[src/rtl/sgmac_pkg.sv]
package sgmac_pkg;
  localparam int unsigned DEF_LANES   = 8;
  localparam int unsigned DEF_MAG_W   = 2;
  localparam int unsigned DEF_WIN_MAX = 32;
  localparam int unsigned DEF_OUT_W   = 10;

  typedef enum logic {
    POL_POS = 1'b0,
    POL_NEG = 1'b1
  } polarity_e;
endpackage

[src/rtl/sgmac_winctl.sv]
module sgmac_winctl #(
  parameter int unsigned WIN_MAX = 32,
  parameter int unsigned CNT_W   = 6
) (
  input  logic             clk,
  input  logic             rst_n,
  input  logic             start,
  input  logic             in_valid,
  input  logic [CNT_W-1:0] cfg_len,
  output logic             accept,
  output logic             p_valid,
  output logic             p_first,
  output logic             dump,
  output logic [CNT_W-1:0] win_cnt,
  output logic [CNT_W-1:0] win_len
);
  localparam logic [CNT_W-1:0] LEN_MAX = CNT_W'(WIN_MAX);
  localparam logic [CNT_W-1:0] LEN_ONE = CNT_W'(1);

  logic             armed_q, armed_d;
  logic [CNT_W-1:0] len_q, len_d;
  logic [CNT_W-1:0] cnt_q, cnt_d;
  logic             pv_q, pv_d;
  logic             pf_q, pf_d;
  logic             pl_q, pl_d;
  logic             dump_q, dump_d;
  logic [CNT_W-1:0] len_req, len_eff, cnt_eff;
  logic             beat_last;

  // next-state
  always_comb begin
    if (cfg_len == '0)          len_req = LEN_ONE;
    else if (cfg_len > LEN_MAX) len_req = LEN_MAX;
    else                        len_req = cfg_len;

    len_eff   = start ? len_req : len_q;
    cnt_eff   = start ? '0 : cnt_q;
    accept    = in_valid && (armed_q || start);
    beat_last = ((cnt_eff + LEN_ONE) == len_eff);

    armed_d = armed_q | start;
    len_d   = len_eff;
    if (accept) cnt_d = beat_last ? '0 : (cnt_eff + LEN_ONE);
    else        cnt_d = cnt_eff;

    pv_d   = accept;
    pf_d   = accept && (cnt_eff == '0);
    pl_d   = accept && beat_last;
    dump_d = pv_q && pl_q;
  end

  // registers
  always_ff @(posedge clk or negedge rst_n) begin
    if (!rst_n) begin
      armed_q <= 1'b0;
      len_q   <= LEN_ONE;
      cnt_q   <= '0;
      pv_q    <= 1'b0;
      pf_q    <= 1'b0;
      pl_q    <= 1'b0;
      dump_q  <= 1'b0;
    end else begin
      if (start) begin
        armed_q <= armed_d;
        len_q   <= len_d;
      end
      cnt_q  <= cnt_d;
      pv_q   <= pv_d;
      pf_q   <= pf_d;
      pl_q   <= pl_d;
      dump_q <= dump_d;
    end
  end

  assign p_valid = pv_q;
  assign p_first = pf_q;
  assign dump    = dump_q;
  assign win_cnt = cnt_q;
  assign win_len = len_q;
endmodule

[src/rtl/sgmac_lane.sv]
module sgmac_lane
  import sgmac_pkg::*;
#(
  parameter int unsigned MAG_W  = 2,
  parameter int unsigned LACC_W = 9
) (
  input  logic              clk,
  input  logic              rst_n,
  input  logic              accept,
  input  logic              p_valid,
  input  logic              p_first,
  input  logic              dump,
  input  logic [MAG_W:0]    a_sl,
  input  logic [MAG_W:0]    w_sl,
  output logic [LACC_W-1:0] pos_acc,
  output logic [LACC_W-1:0] neg_acc
);
  localparam int unsigned PROD_W = 2 * MAG_W;

  logic [PROD_W-1:0] mag_q, mag_d;
  polarity_e         pol_q, pol_d;
  logic [LACC_W-1:0] pos_q, pos_d, neg_q, neg_d;
  logic [LACC_W-1:0] add_pos, add_neg;
  logic              restart, acc_en;

  // product stage next-state
  always_comb begin
    mag_d = PROD_W'(a_sl[MAG_W-1:0]) * PROD_W'(w_sl[MAG_W-1:0]);
    pol_d = polarity_e'(a_sl[MAG_W] ^ w_sl[MAG_W]);
  end

  // accumulator next-state
  always_comb begin
    restart = p_first || dump;
    acc_en  = p_valid || dump;
    add_pos = (p_valid && (pol_q == POL_POS)) ? LACC_W'(mag_q) : '0;
    add_neg = (p_valid && (pol_q == POL_NEG)) ? LACC_W'(mag_q) : '0;
    if (p_valid) begin
      pos_d = (restart ? '0 : pos_q) + add_pos;
      neg_d = (restart ? '0 : neg_q) + add_neg;
    end else begin
      pos_d = dump ? '0 : pos_q;
      neg_d = dump ? '0 : neg_q;
    end
  end

  always_ff @(posedge clk or negedge rst_n) begin
    if (!rst_n) begin
      mag_q <= '0;
      pol_q <= POL_POS;
    end else if (accept) begin
      mag_q <= mag_d;
      pol_q <= pol_d;
    end
  end

  always_ff @(posedge clk or negedge rst_n) begin
    if (!rst_n) begin
      pos_q <= '0;
      neg_q <= '0;
    end else if (acc_en) begin
      pos_q <= pos_d;
      neg_q <= neg_d;
    end
  end

  assign pos_acc = pos_q;
  assign neg_acc = neg_q;
endmodule

[src/rtl/sgmac_combine.sv]
module sgmac_combine #(
  parameter int unsigned LANES  = 8,
  parameter int unsigned LACC_W = 9,
  parameter int unsigned DIFF_W = 13
) (
  input  logic [LANES*LACC_W-1:0] pos_bus,
  input  logic [LANES*LACC_W-1:0] neg_bus,
  output logic signed [DIFF_W-1:0] diff
);
  localparam int unsigned TOT_W = DIFF_W - 1;

  logic [TOT_W-1:0] tot_p, tot_n;

  always_comb begin
    tot_p = '0;
    tot_n = '0;
    for (int i = 0; i < int'(LANES); i++) begin
      tot_p = tot_p + TOT_W'(pos_bus[i*LACC_W +: LACC_W]);
      tot_n = tot_n + TOT_W'(neg_bus[i*LACC_W +: LACC_W]);
    end
    diff = $signed({1'b0, tot_p}) - $signed({1'b0, tot_n});
  end
endmodule

[src/rtl/sgmac_quant.sv]
module sgmac_quant #(
  parameter int unsigned DIFF_W = 13,
  parameter int unsigned OUT_W  = 10
) (
  input  logic                     clk,
  input  logic                     rst_n,
  input  logic                     dump,
  input  logic signed [DIFF_W-1:0] diff,
  output logic                     res_valid,
  output logic [OUT_W-1:0]         res_data,
  output logic                     res_ovf
);
  localparam logic signed [DIFF_W-1:0] HI = DIFF_W'((2 ** (OUT_W - 1)) - 1);
  localparam logic signed [DIFF_W-1:0] LO = ~HI;

  logic             vld_q;
  logic [OUT_W-1:0] dat_q, dat_d;
  logic             ovf_q, ovf_d;

  always_comb begin
    if (diff > HI) begin
      dat_d = HI[OUT_W-1:0];
      ovf_d = 1'b1;
    end else if (diff < LO) begin
      dat_d = LO[OUT_W-1:0];
      ovf_d = 1'b1;
    end else begin
      dat_d = diff[OUT_W-1:0];
      ovf_d = 1'b0;
    end
  end

  always_ff @(posedge clk or negedge rst_n) begin
    if (!rst_n) begin
      vld_q <= 1'b0;
      dat_q <= '0;
      ovf_q <= 1'b0;
    end else begin
      vld_q <= dump;
      if (dump) begin
        dat_q <= dat_d;
        ovf_q <= ovf_d;
      end
    end
  end

  assign res_valid = vld_q;
  assign res_data  = dat_q;
  assign res_ovf   = ovf_q;
endmodule

[src/rtl/sgmac_group.sv]
module sgmac_group
  import sgmac_pkg::*;
#(
  parameter int unsigned LANES   = DEF_LANES,
  parameter int unsigned MAG_W   = DEF_MAG_W,
  parameter int unsigned WIN_MAX = DEF_WIN_MAX,
  parameter int unsigned OUT_W   = DEF_OUT_W
) (
  input  logic                             clk,
  input  logic                             rst_n,
  input  logic                             start,
  input  logic [$clog2(WIN_MAX+1)-1:0]     cfg_len,
  input  logic                             in_valid,
  input  logic [LANES*(MAG_W+1)-1:0]       act_sl,
  input  logic [LANES*(MAG_W+1)-1:0]       wgt_sl,
  output logic                             res_valid,
  output logic [OUT_W-1:0]                 res_data,
  output logic                             res_ovf
);
  localparam int unsigned SL_W   = MAG_W + 1;
  localparam int unsigned PROD_W = 2 * MAG_W;
  localparam int unsigned CNT_W  = $clog2(WIN_MAX + 1);
  localparam int unsigned LACC_W = PROD_W + $clog2(WIN_MAX);
  localparam int unsigned TOT_W  = LACC_W + $clog2(LANES);
  localparam int unsigned DIFF_W = TOT_W + 1;

  logic                     accept, p_valid, p_first, dump;
  logic [CNT_W-1:0]         win_cnt, win_len;
  logic [LANES*LACC_W-1:0]  pos_bus, neg_bus;
  logic signed [DIFF_W-1:0] diff;

  sgmac_winctl #(
    .WIN_MAX (WIN_MAX),
    .CNT_W   (CNT_W)
  ) u_ctl (
    .clk      (clk),
    .rst_n    (rst_n),
    .start    (start),
    .in_valid (in_valid),
    .cfg_len  (cfg_len),
    .accept   (accept),
    .p_valid  (p_valid),
    .p_first  (p_first),
    .dump     (dump),
    .win_cnt  (win_cnt),
    .win_len  (win_len)
  );

  for (genvar g = 0; g < int'(LANES); g++) begin : g_lane
    sgmac_lane #(
      .MAG_W  (MAG_W),
      .LACC_W (LACC_W)
    ) u_lane (
      .clk     (clk),
      .rst_n   (rst_n),
      .accept  (accept),
      .p_valid (p_valid),
      .p_first (p_first),
      .dump    (dump),
      .a_sl    (act_sl[g*SL_W +: SL_W]),
      .w_sl    (wgt_sl[g*SL_W +: SL_W]),
      .pos_acc (pos_bus[g*LACC_W +: LACC_W]),
      .neg_acc (neg_bus[g*LACC_W +: LACC_W])
    );
  end

  sgmac_combine #(
    .LANES  (LANES),
    .LACC_W (LACC_W),
    .DIFF_W (DIFF_W)
  ) u_comb (
    .pos_bus (pos_bus),
    .neg_bus (neg_bus),
    .diff    (diff)
  );

  sgmac_quant #(
    .DIFF_W (DIFF_W),
    .OUT_W  (OUT_W)
  ) u_quant (
    .clk       (clk),
    .rst_n     (rst_n),
    .dump      (dump),
    .diff      (diff),
    .res_valid (res_valid),
    .res_data  (res_data),
    .res_ovf   (res_ovf)
  );
endmodule

[config.mk]
export PLATFORM = sky130hd
export DESIGN_NAME = sgmac_group
export DESIGN_NICKNAME = d
export VERILOG_FILES = /design/src/rtl/sgmac_pkg.sv /design/src/rtl/sgmac_winctl.sv /design/src/rtl/sgmac_lane.sv /design/src/rtl/sgmac_combine.sv /design/src/rtl/sgmac_quant.sv /design/src/rtl/sgmac_group.sv
export SDC_FILE = /design/constraint.sdc
export NUM_CORES = 1
export LEC_CHECK = 0
export BUFFER_PORTS_ARGS = -buffer_cell sky130_fd_sc_hd__buf_2
export CAP_MARGIN = 0
export CORE_ASPECT_RATIO = 0.75
export CORE_MARGIN = 8
export CORE_UTILIZATION = 44
export CTS_BUF_LIST = sky130_fd_sc_hd__clkbuf_2 sky130_fd_sc_hd__clkbuf_4 sky130_fd_sc_hd__clkbuf_8
export CTS_CLUSTER_SIZE = 40
export DETAILED_ROUTE_END_ITERATION = 7
export PLACE_DENSITY_LB_ADDON = 0.1
export SYNTH_ARGS = -nofsm -noshare
export SYNTH_HDL_FRONTEND = slang
export SYNTH_SLANG_ARGS = --single-unit
[constraint.sdc]
create_clock -name clk -period 9 [get_ports clk]
set_input_delay 1.35 -clock clk [delete_from_list [all_inputs] [get_ports clk]]
set_output_delay 1.35 -clock clk [all_outputs]
set_load 0.02 [all_outputs]
== Word-level counts from Yosys, hierarchy flattened ==
Cells that the tools add are included.

* ROM bits: 0
* Memories kept: 0
* Input bits: 58
* Bits in latches: 0
* Memory bits (writable): 0
* Output and inout port bits: 12
* Bits in registers: 213

* Bitwise gates (word level): 17
* Multiply operators: 8
* Eq/ne operators: 1
* Div/mod/pow operators: 0
* $add $sub $neg: 32
* Multiplexer cells: 59
* Reduce and logical (&&, ||, !) cells: 27
* $lt $le $gt $ge: 3
* Shifts and indexed selects: 0

{| class="wikitable"
|+ Operators with widths
! cell !! count
|-
| two-way mux 9 bit || 33
|-
| adder 12 x 9 -> 12 bit || 12
|-
| adder 9 bit || 16
|-
| two-way mux 4 bit || 16
|-
| two-way mux 6 bit || 6
|-
| multiplier 2 x 2 -> 4 bit || 8
|-
| adder 9 x 9 -> 10 bit || 2
|-
| logical AND 1 bit || 20
|-
| two-way mux 10 bit || 2
|-
| > comparator 13 x 10 -> 1 bit (second input constant) || 1
|-
| < comparator 13 x 10 -> 1 bit (second input constant) || 1
|-
| subtractor 12 x 12 -> 13 bit || 1
|-
| logical NOT 6 bit || 2
|-
| NOT 1 bit || 8
|-
| XOR 1 bit || 8
|-
| adder 6 x 1 -> 6 bit (second input constant) || 1
|-
| equality test 6 bit || 1
|-
| > comparator 6 bit (second input constant) || 1
|-
| logical OR 1 bit || 3
|-
| two-way mux 1 bit || 2
|-
| AND reduction 2 bit || 1
|-
| nonzero test 2 bit || 1
|-
| OR 1 bit || 1
|}

== Depth between registers and ports, before layout ==
Gate-level depths: netlist of run 1.

* Depth in word-level cells: 11
* Mapped depth: 32
* Depth with buffers taken out: 30

== Cells and area by module ==
From an unflattened synthesis of run 1, not the netlist that was laid out.

* Cells, all modules: 1930
* Area total of the unflattened synthesis: 18243.7 µm²

{| class="wikitable"
|+ Modules (own cells, without submodules)
! module !! seq. area each (µm²) !! cells each !! instances !! area an instance (µm²)
|-
| sgmac_lane at g_lane[0].u_lane ... || 575.6 || 153 || 5 || 1503.9
|-
| sgmac_combine || 0.0 || 568 || 1 || 4687.0
|-
| sgmac_lane at g_lane[5].u_lane ... || 575.6 || 153 || 3 || 1516.5
|-
| sgmac_winctl || 426.7 || 88 || 1 || 915.9
|-
| sgmac_quant || 300.3 || 50 || 1 || 571.8
|}

== Worst setup path before layout of run 1 ==
No wires, ideal clock.

* Path kind: reg-to-reg
* From: reg g_lane[0].u_lane.neg_q[0]
* To: reg u_quant.dat_q[2], in the netlist u_quant.res_data[2]
* Buffers on the path: 1
* Slack: 2483 ps
* Cell stages (with the launch flop): 26
* Arrival time: 6365 ps
* Required time: 8848 ps
* Cell sequence: dfrtp_1 > ha_1 > inv_1 > fa_1 > xnor2_1 > fa_1 > inv_1 > fa_1 > fa_1 > fa_1 > inv_1 > fa_1 > a21o_1 > a21oi_1 > o21bai_1 > a2111oi_1 > nor2_1 > xnor2_1 > ha_1 > clkbuf_1 > a21o_1 > a41o_1 > a211o_1 > a211o_4 > nand2_2 > a311oi_2

* Longest elaborated chain between the ends: 11
* Elaborated cells on any way between the ends: 12

{| class="wikitable"
|+ RTL lines
! item !! RTL line !! text
|-
| start, declared || sgmac_lane.sv:22 || <nowiki>logic [LACC_W-1:0] pos_q, pos_d, neg_q, neg_d;</nowiki>
|-
| start signal, assigned || sgmac_lane.sv:63 || <nowiki>neg_q <= neg_d;</nowiki>
|-
| adder 9 x 9 -> 10 bit * || sgmac_combine.sv:19 || <nowiki>tot_n = tot_n + TOT_W'(neg_bus[i*LACC_W +: LACC_W]);</nowiki>
|-
| adder 12 x 9 -> 12 bit * (6 in a row) || sgmac_combine.sv:19 ||
|-
| subtractor 12 x 12 -> 13 bit * || sgmac_combine.sv:21 || <nowiki>diff = $signed({1'b0, tot_p}) - $signed({1'b0, tot_n});</nowiki>
|-
| < comparator 13 x 10 -> 1 bit || sgmac_quant.sv:24 || <nowiki>end else if (diff < LO) begin</nowiki>
|-
| two-way mux 10 bit || sgmac_quant.sv:24 ||
|-
| two-way mux 10 bit * || sgmac_quant.sv:21 || <nowiki>if (diff > HI) begin</nowiki>
|-
| end signal, assigned || sgmac_quant.sv:41 || <nowiki>dat_q <= dat_d;</nowiki>
|-
| end, declared || sgmac_quant.sv:17 || <nowiki>logic [OUT_W-1:0] dat_q, dat_d;</nowiki>
|}

Every way passes the cells marked *; elsewhere a longest branch is shown, timed or not.
A chain may end at the register's enable or synchronous reset.

== Final worst setup path of run 1 ==
* From: reg g_lane[0].u_lane.neg_q[0]
* To: reg u_quant.dat_q[8], in the netlist u_quant.res_data[8]

Same word-level chain as after synthesis.

==> run metrics, run 1 <==
DRT Wirelength 44350 um; post-detailed-route count of antenna-violating nets 0; hold_buf cts 0; number of antenna violations at the first check in global routing 0; top cell type's share of synthesized area 0.3111; P_leak 10.05 nW; Clk pwr share 0.207; worst vdd ir 0.0003718 V; Synth async-reset ratio 1.000; vias in the first global route 13.54k; clk sink count 213; critical path endpoint category flop; yosys synthesis warning count 0; final setup fails 0; Vias 13.17k; commonest non-fill, non-tap cell in the layout nand2_1; die extent in y 186.5 um; predominant post-synthesis flop cell dfrtp_1; max-slew violations 0; Worst Path Required 9.43 ns; vias per cell 5.445; Post-DP HPWL 32470 um; commonest cells after routing, fill and taps aside nand2_1 (211), dfrtp_1 (210), inv_1 (179), ha_1 (144), fa_1 (105); worst hold margin 0.4563 ns; Post-Syn Nets 2140; total power 5.028 mW; crit path from g_lane[0].u_lane.neg_acc[0]; Die W 243.3 um; global-route wire length before repair 73050 um; setup_tns 0 ns; Startpoint Class flop; Synth Register Bits 213; GRT Resource Usage Total 0.1972; Worst-Skew Late Latency 0.58 ns; CTS root buffer clkbuf_8; Comb pwr share 0.569; synth unique cells 65; RSZ-0062 raised after global routing no; CP max FO 8; Mapped Cells 1833; Max-cap violations 0; Inserted Diodes 0; hold path startpoint u_ctl.armed_q; Layout Nets 2184; fmax 137.3 MHz; router iterations before antenna repair 7; full die area 45380 um^2; core outline area 38240 um^2; Avg Cell Area, Syn 9.304 um^2; Pint 2.852 mW; endpoints failing hold 0; PortBufs 69; Worst slew margin 0.3205; sw power 2.176 mW; Fin Clk Skew 0.02241 ns; Final Cycle Share 0.8095; FF-to-FF Start g_lane[0].u_lane.neg_acc[0]; largest net degree at the start of global routing 78; Rows 62; Sequential Power Share 0.223; number of buffers created by CTS 39; Sw Share 0.4328; top post-synthesis cells by area dfrtp_1 (31%), fa_1 (12%), ha_1 (11%); Starting Density 0.4459; H-tree levels 2; final worst path period need 7.285 ns; crit path DAT 7.72 ns; initial drt markers 831; Netlist Area Pre-Place 17050 um^2; routability cong. 0.7952; I/O pins 70; Synth-to-Final Area Change 9.802%; sequential area share after synthesis 0.3126; DP Cell Count 2348; Hold Path Class flop to flop; DRC 0; Non-Filler Instances 2418; PostCTS Resize Cnt 0; status complete, no violations; path type of the worst setup path flop to flop; Least-Margin Pin Slew 1.019 ns; cell area power density 268.5 nW/um^2; Fill cells 3602; grt ovf 0; DR WL/cell 18.34 um; maximum root-to-sink buffer count 3; Post-CTS Setup Repair Bufs 0; CTS tree done; Synth area leader dfrtp_1; number of flops mapped to enable cells by yosys 0; CTS clk-pin slew, worst paths 0.06 ns; layout cells sized above 1 0.09759
[logic make-up (layout without fill, tap and decap cells)]
| logic type | count (synthesis) | count (layout) | share of synthesized area |
|---|---|---|---|
| adder cells (fa/ha/maj) | 249 | 249 | 0.2289 |
| AND/OR/NAND/NOR | 571 | 571 | 0.1670 |
| AO/OA/AOI/OAI | 421 | 421 | 0.1715 |
| buffers and inverters | 262 | 335 | 0.05818 |
| XOR/XNOR | 97 | 97 | 0.04982 |
| flip-flops | 213 | 213 | 0.3126 |
| multiplexers | 20 | 20 | 0.01196 |
[worst paths after layout]
kind	end	slack [ns]	depth (start not counted)
min in group asynchronous	g_lane[7].u_lane.pol_q	0.71	1
worst min register to register	u_ctl.armed_q	0.46	1
worst max register to register	u_quant.res_data[8]	1.71	25
worst min-delay path	u_ctl.armed_q	0.46	1
worst max-delay path	u_quant.res_data[8]	1.71	25
max in group asynchronous	u_ctl.p_valid	6.82	2
[synthesized netlist by cell type, types with 5 or more instances]
cell type / number
a21o_1: 59
a21oi_1: 69
a22o_1: 68
a22oi_1: 15
and2_1: 97
and3_1: 49
buf_1: 11
clkbuf_1: 69
dfrtp_1: 212
fa_1: 105
ha_1: 144
inv_1: 179
mux2i_1: 17
nand2_1: 212
nand2b_1: 9
nand3_1: 80
nand3b_1: 8
nand4_1: 5
nor2_1: 35
nor2b_1: 26
nor3_1: 33
o211a_1: 15
o21a_1: 6
o21ai_0: 98
o21ai_1: 13
o21bai_1: 8
o22ai_1: 5
o31ai_1: 32
xnor2_1: 59
xor2_1: 38
[metrics by stage]
step                      cell area, um^2    util  setup WS [ns]
after global routing                18730  0.4896          1.267
after floorplan                     17050       -          2.483
after detailed placement            17880  0.4674          1.765
after global placement              17880  0.4674          1.928
final                               18730  0.4896          1.715
after CTS                           18730  0.4896          1.723
[layout make-up]
class | count | area, um^2 | area share
tap | 512 | 640.6 | 0.03421
clock inverter | 13 | 121.4 | 0.006481
clock buffer | 57 | 728.2 | 0.03889
timing repair buffer | 85 | 475.5 | 0.02539
multi-input combinational | 1358 | 10750 | 0.5740
inverter | 180 | 675.6 | 0.03608
sequential | 213 | 5336 | 0.2850
[routing by layer]
metal  vias up  routed length, um  GRT usage
met1      6471              21410     0.2815
met4         0               1078    0.05755
met2       259              19690     0.3047
met5         -                  0          0
li1       6368                  -          -
met3        67               2181    0.03253
[sequential cells by signal (all words and copies together), names as in the netlist, 6 cells and up]
signal and cells:
g_lane.u_lane.pol_q 8, g_lane.u_lane.pos_acc 72, u_ctl.win_cnt 6, u_quant.res_data 10
g_lane.u_lane.neg_acc 72, u_ctl.win_len 6, g_lane.u_lane.mag_q 32
[power by group through the flow]
stage | clock network, mW | registers, mW | logic (mW)
after floorplan | 0 | 1.14 | 2.25
after global placement | 0 | 1.14 | 2.83
after detailed placement | 0 | 1.14 | 2.88
after CTS | 1.07 | 1.12 | 2.90
after global routing | 1.11 | 1.14 | 3.23
final | 1.04 | 1.12 | 2.86
[worst max-delay path, stage by stage, from the launching register on]
cell and delay, ns:
dfrtp_1 0.38, ha_1 0.18, inv_1 0.05, fa_1 0.39
xnor2_1 0.35, fa_1 0.49, inv_1 0.10, fa_1 0.43
fa_1 0.51, fa_1 0.51, inv_1 0.07, fa_1 0.45
a21o_1 0.17, a21oi_1 0.28, o21bai_1 0.13, a2111oi_1 0.50
nor2_1 0.12, xnor2_1 0.26, ha_1 0.38, a21o_1 0.23
a21o_1 0.18, a21oi_1 0.16, o21a_1 0.20, nand2_1 0.20
nor2b_4 0.32, o22ai_1 0.12
No activity file was read; power rests on OpenSTA's default activity.
==> run 2: changes to the inputs <==
clock period = 6.1 ns   (was 9 ns; I/O delays follow)
==> run 2 against run 1 <==
  * Maximum frequency is 11% higher
  * Sequential share of layout area is 1.8 points lower
  * The run now ends with setup timing left
  * Cell count is 4.3% higher
  * Hold slack worse by 0.042 ns
  * Total power is 66% higher
  * Flip-flop and latch count stayed put
  * Clock power is 45% higher
  * Largest power group unchanged
==> run metrics, run 2 (same netlist as run 1, synthesis figures left out) <==
Worst Path Required 6.50 ns; number of buffers created by CTS 41; commonest non-fill, non-tap cell in the layout dfrtp_1; DP Cell Count 2429; Slowest Stage Delay on Critical Path 0.51 ns; initial drt markers 888; failing checks setup timing; Non-Filler Instances 2522; Post-DP HPWL 32690 um; vias per cell 5.330; Worst-Skew Late Latency 0.58 ns; endpoints failing hold 0; layout cells sized above 1 0.1881; Least-Margin Pin Slew 0.9678 ns; H-tree levels 2; fmax 152.3 MHz; cell area after layout 20010 um^2; path type of the worst setup path flop to flop; CTS clk-pin slew, worst paths 0.06 ns; routability cong. 0.8079; Worst path slowest cell fa_1; Fill cells 3508; global-route wire length before repair 74720 um; Final Util 0.5233; CTS root buffer clkbuf_8; clk sink count 213; grt ovf 0; Die W 243.3 um; Startpoint Class flop; status finished, violations left; die extent in y 186.5 um; Reg2Reg Capture Point u_quant.res_data[3]; P_leak 10.64 nW; critical path endpoint category flop; cell area power density 417.9 nW/um^2; Critical Path End u_quant.res_data[3]; final worst path period need 6.566 ns; router iterations before antenna repair 7; Rows 62; full die area 45380 um^2; Fin Clk Skew 0.02389 ns; final setup fails 11; CP max FO 5; commonest cells after routing, fill and taps aside dfrtp_1 (210), nand2_1 (209), inv_1 (160), ha_1 (129), buf_4 (113); largest net degree at the start of global routing 116; CTS tree done; post-detailed-route count of antenna-violating nets 0; PnR worst setup slack -0.4660 ns; RSZ-0062 raised after global routing yes; Area after DPL 18560 um^2; Hold Path Class input pin to async pin; Max-cap violations 0; Starting Density 0.4459; Synth-to-Final Area Change 17.36%; Reg2Reg Setup Slack -0.47 ns; PortBufs 69; DR WL/cell 18.11 um; core outline area 38240 um^2; crit path DAT 6.96 ns; worst vdd ir 0.0006990 V; number of antenna violations at the first check in global routing 0; FF-to-FF path depth 29; FF-to-FF Start g_lane[1].u_lane.pos_acc[0]; max-slew violations 0; Final Cycle Share 1.076; setup_tns -4.426 ns; DRC 0; I/O pins 70; Inserted Diodes 0; most used cell along the critical path fa_1; maximum root-to-sink buffer count 3; crit path from g_lane[1].u_lane.pos_acc[0]; Worst slew margin 0.3533; Layout Nets 2285; GRT Resource Usage Total 0.2010; DRT Wirelength 45680 um; vias in the first global route 13.77k; Vias 13.44k
-- run 2: changes by cell type in the layout (fill, tap and decap cells not counted), sizes merged --
cell | previous run | this run
bufinv | 2 | 0
buf | 85 | 184
clkinv | 9 | 7
clkbuf | 57 | 66
-- run 2: cell type report --
cell class	instances	area, um^2	area share
clock buffer	66	795.8	0.03976
clock inverter	9	51.30	0.002563
multi-input combinational	1358	11280	0.5635
tap	512	640.6	0.03201
timing repair buffer	184	1235	0.06170
sequential	213	5336	0.2666
inverter	180	678.2	0.03388
-- run 2: power by group --
part / switching, mW / internal [mW] / total, mW / leakage [nW]
registers: 0.109 / 1.55 / 1.66 / 2.86
logic: 2.66 / 2.53 / 5.20 / 7.32
clock network: 0.681 / 0.829 / 1.51 / 0.460
total: 3.45 / 4.91 / 8.36 / 10.6
-- run 2: per-stage QoR --
step                      hold slack (ns)  worst slack, ns  power, mW
final                              0.4139          -0.4660      8.364
after global routing               0.4671          -0.7278      9.126
after CTS                          0.4544          -0.4706      8.357
after detailed placement           0.4544          -0.6990      6.580
after global placement             0.4414          -0.6486      6.511
after floorplan                    0.4057          -0.1976      5.076
-- run 2: what timing repair did --
item,4_1_cts,5_1_grt
gates resized for setup,51,44
endpoints found under the hold margin,0,0
pin swaps,78,71
endpoints found under the setup margin,11,11
hold buffers,0,0
buffers inserted,13,6
-- run 2: worst min-delay path by stage --
stage | startpoint | to
after detailed placement | u_ctl.pl_q | u_ctl.dump
after floorplan | u_ctl.dump | u_quant.res_valid
after global placement | u_ctl.pl_q | u_ctl.dump
after global routing | rst_n | g_lane[7].u_lane.mag_q[0]
after CTS | rst_n | g_lane[7].u_lane.mag_q[0]
final | rst_n | g_lane[7].u_lane.mag_q[0]
-- run 2: worst max-delay path: cells and delay by family (launching register included) --
kind            cells  cell delay [ns]
compound gates     12             2.16
xor+xnor            2             0.32
fa+ha+maj           8             3.14
buf+inv             6             0.33
flops               1             0.35
simple gates        1             0.10
-- run 2: layer usage --
| metal | vias to the layer above | wire, um | track usage |
|---|---|---|---|
| met5 | - | 0 | 0 |
| met4 | 0 | 977 | 0.04995 |
| li1 | 6574 | - | - |
| met1 | 6587 | 22250 | 0.2866 |
| met2 | 214 | 20740 | 0.3192 |
| met3 | 66 | 1714 | 0.02797 |
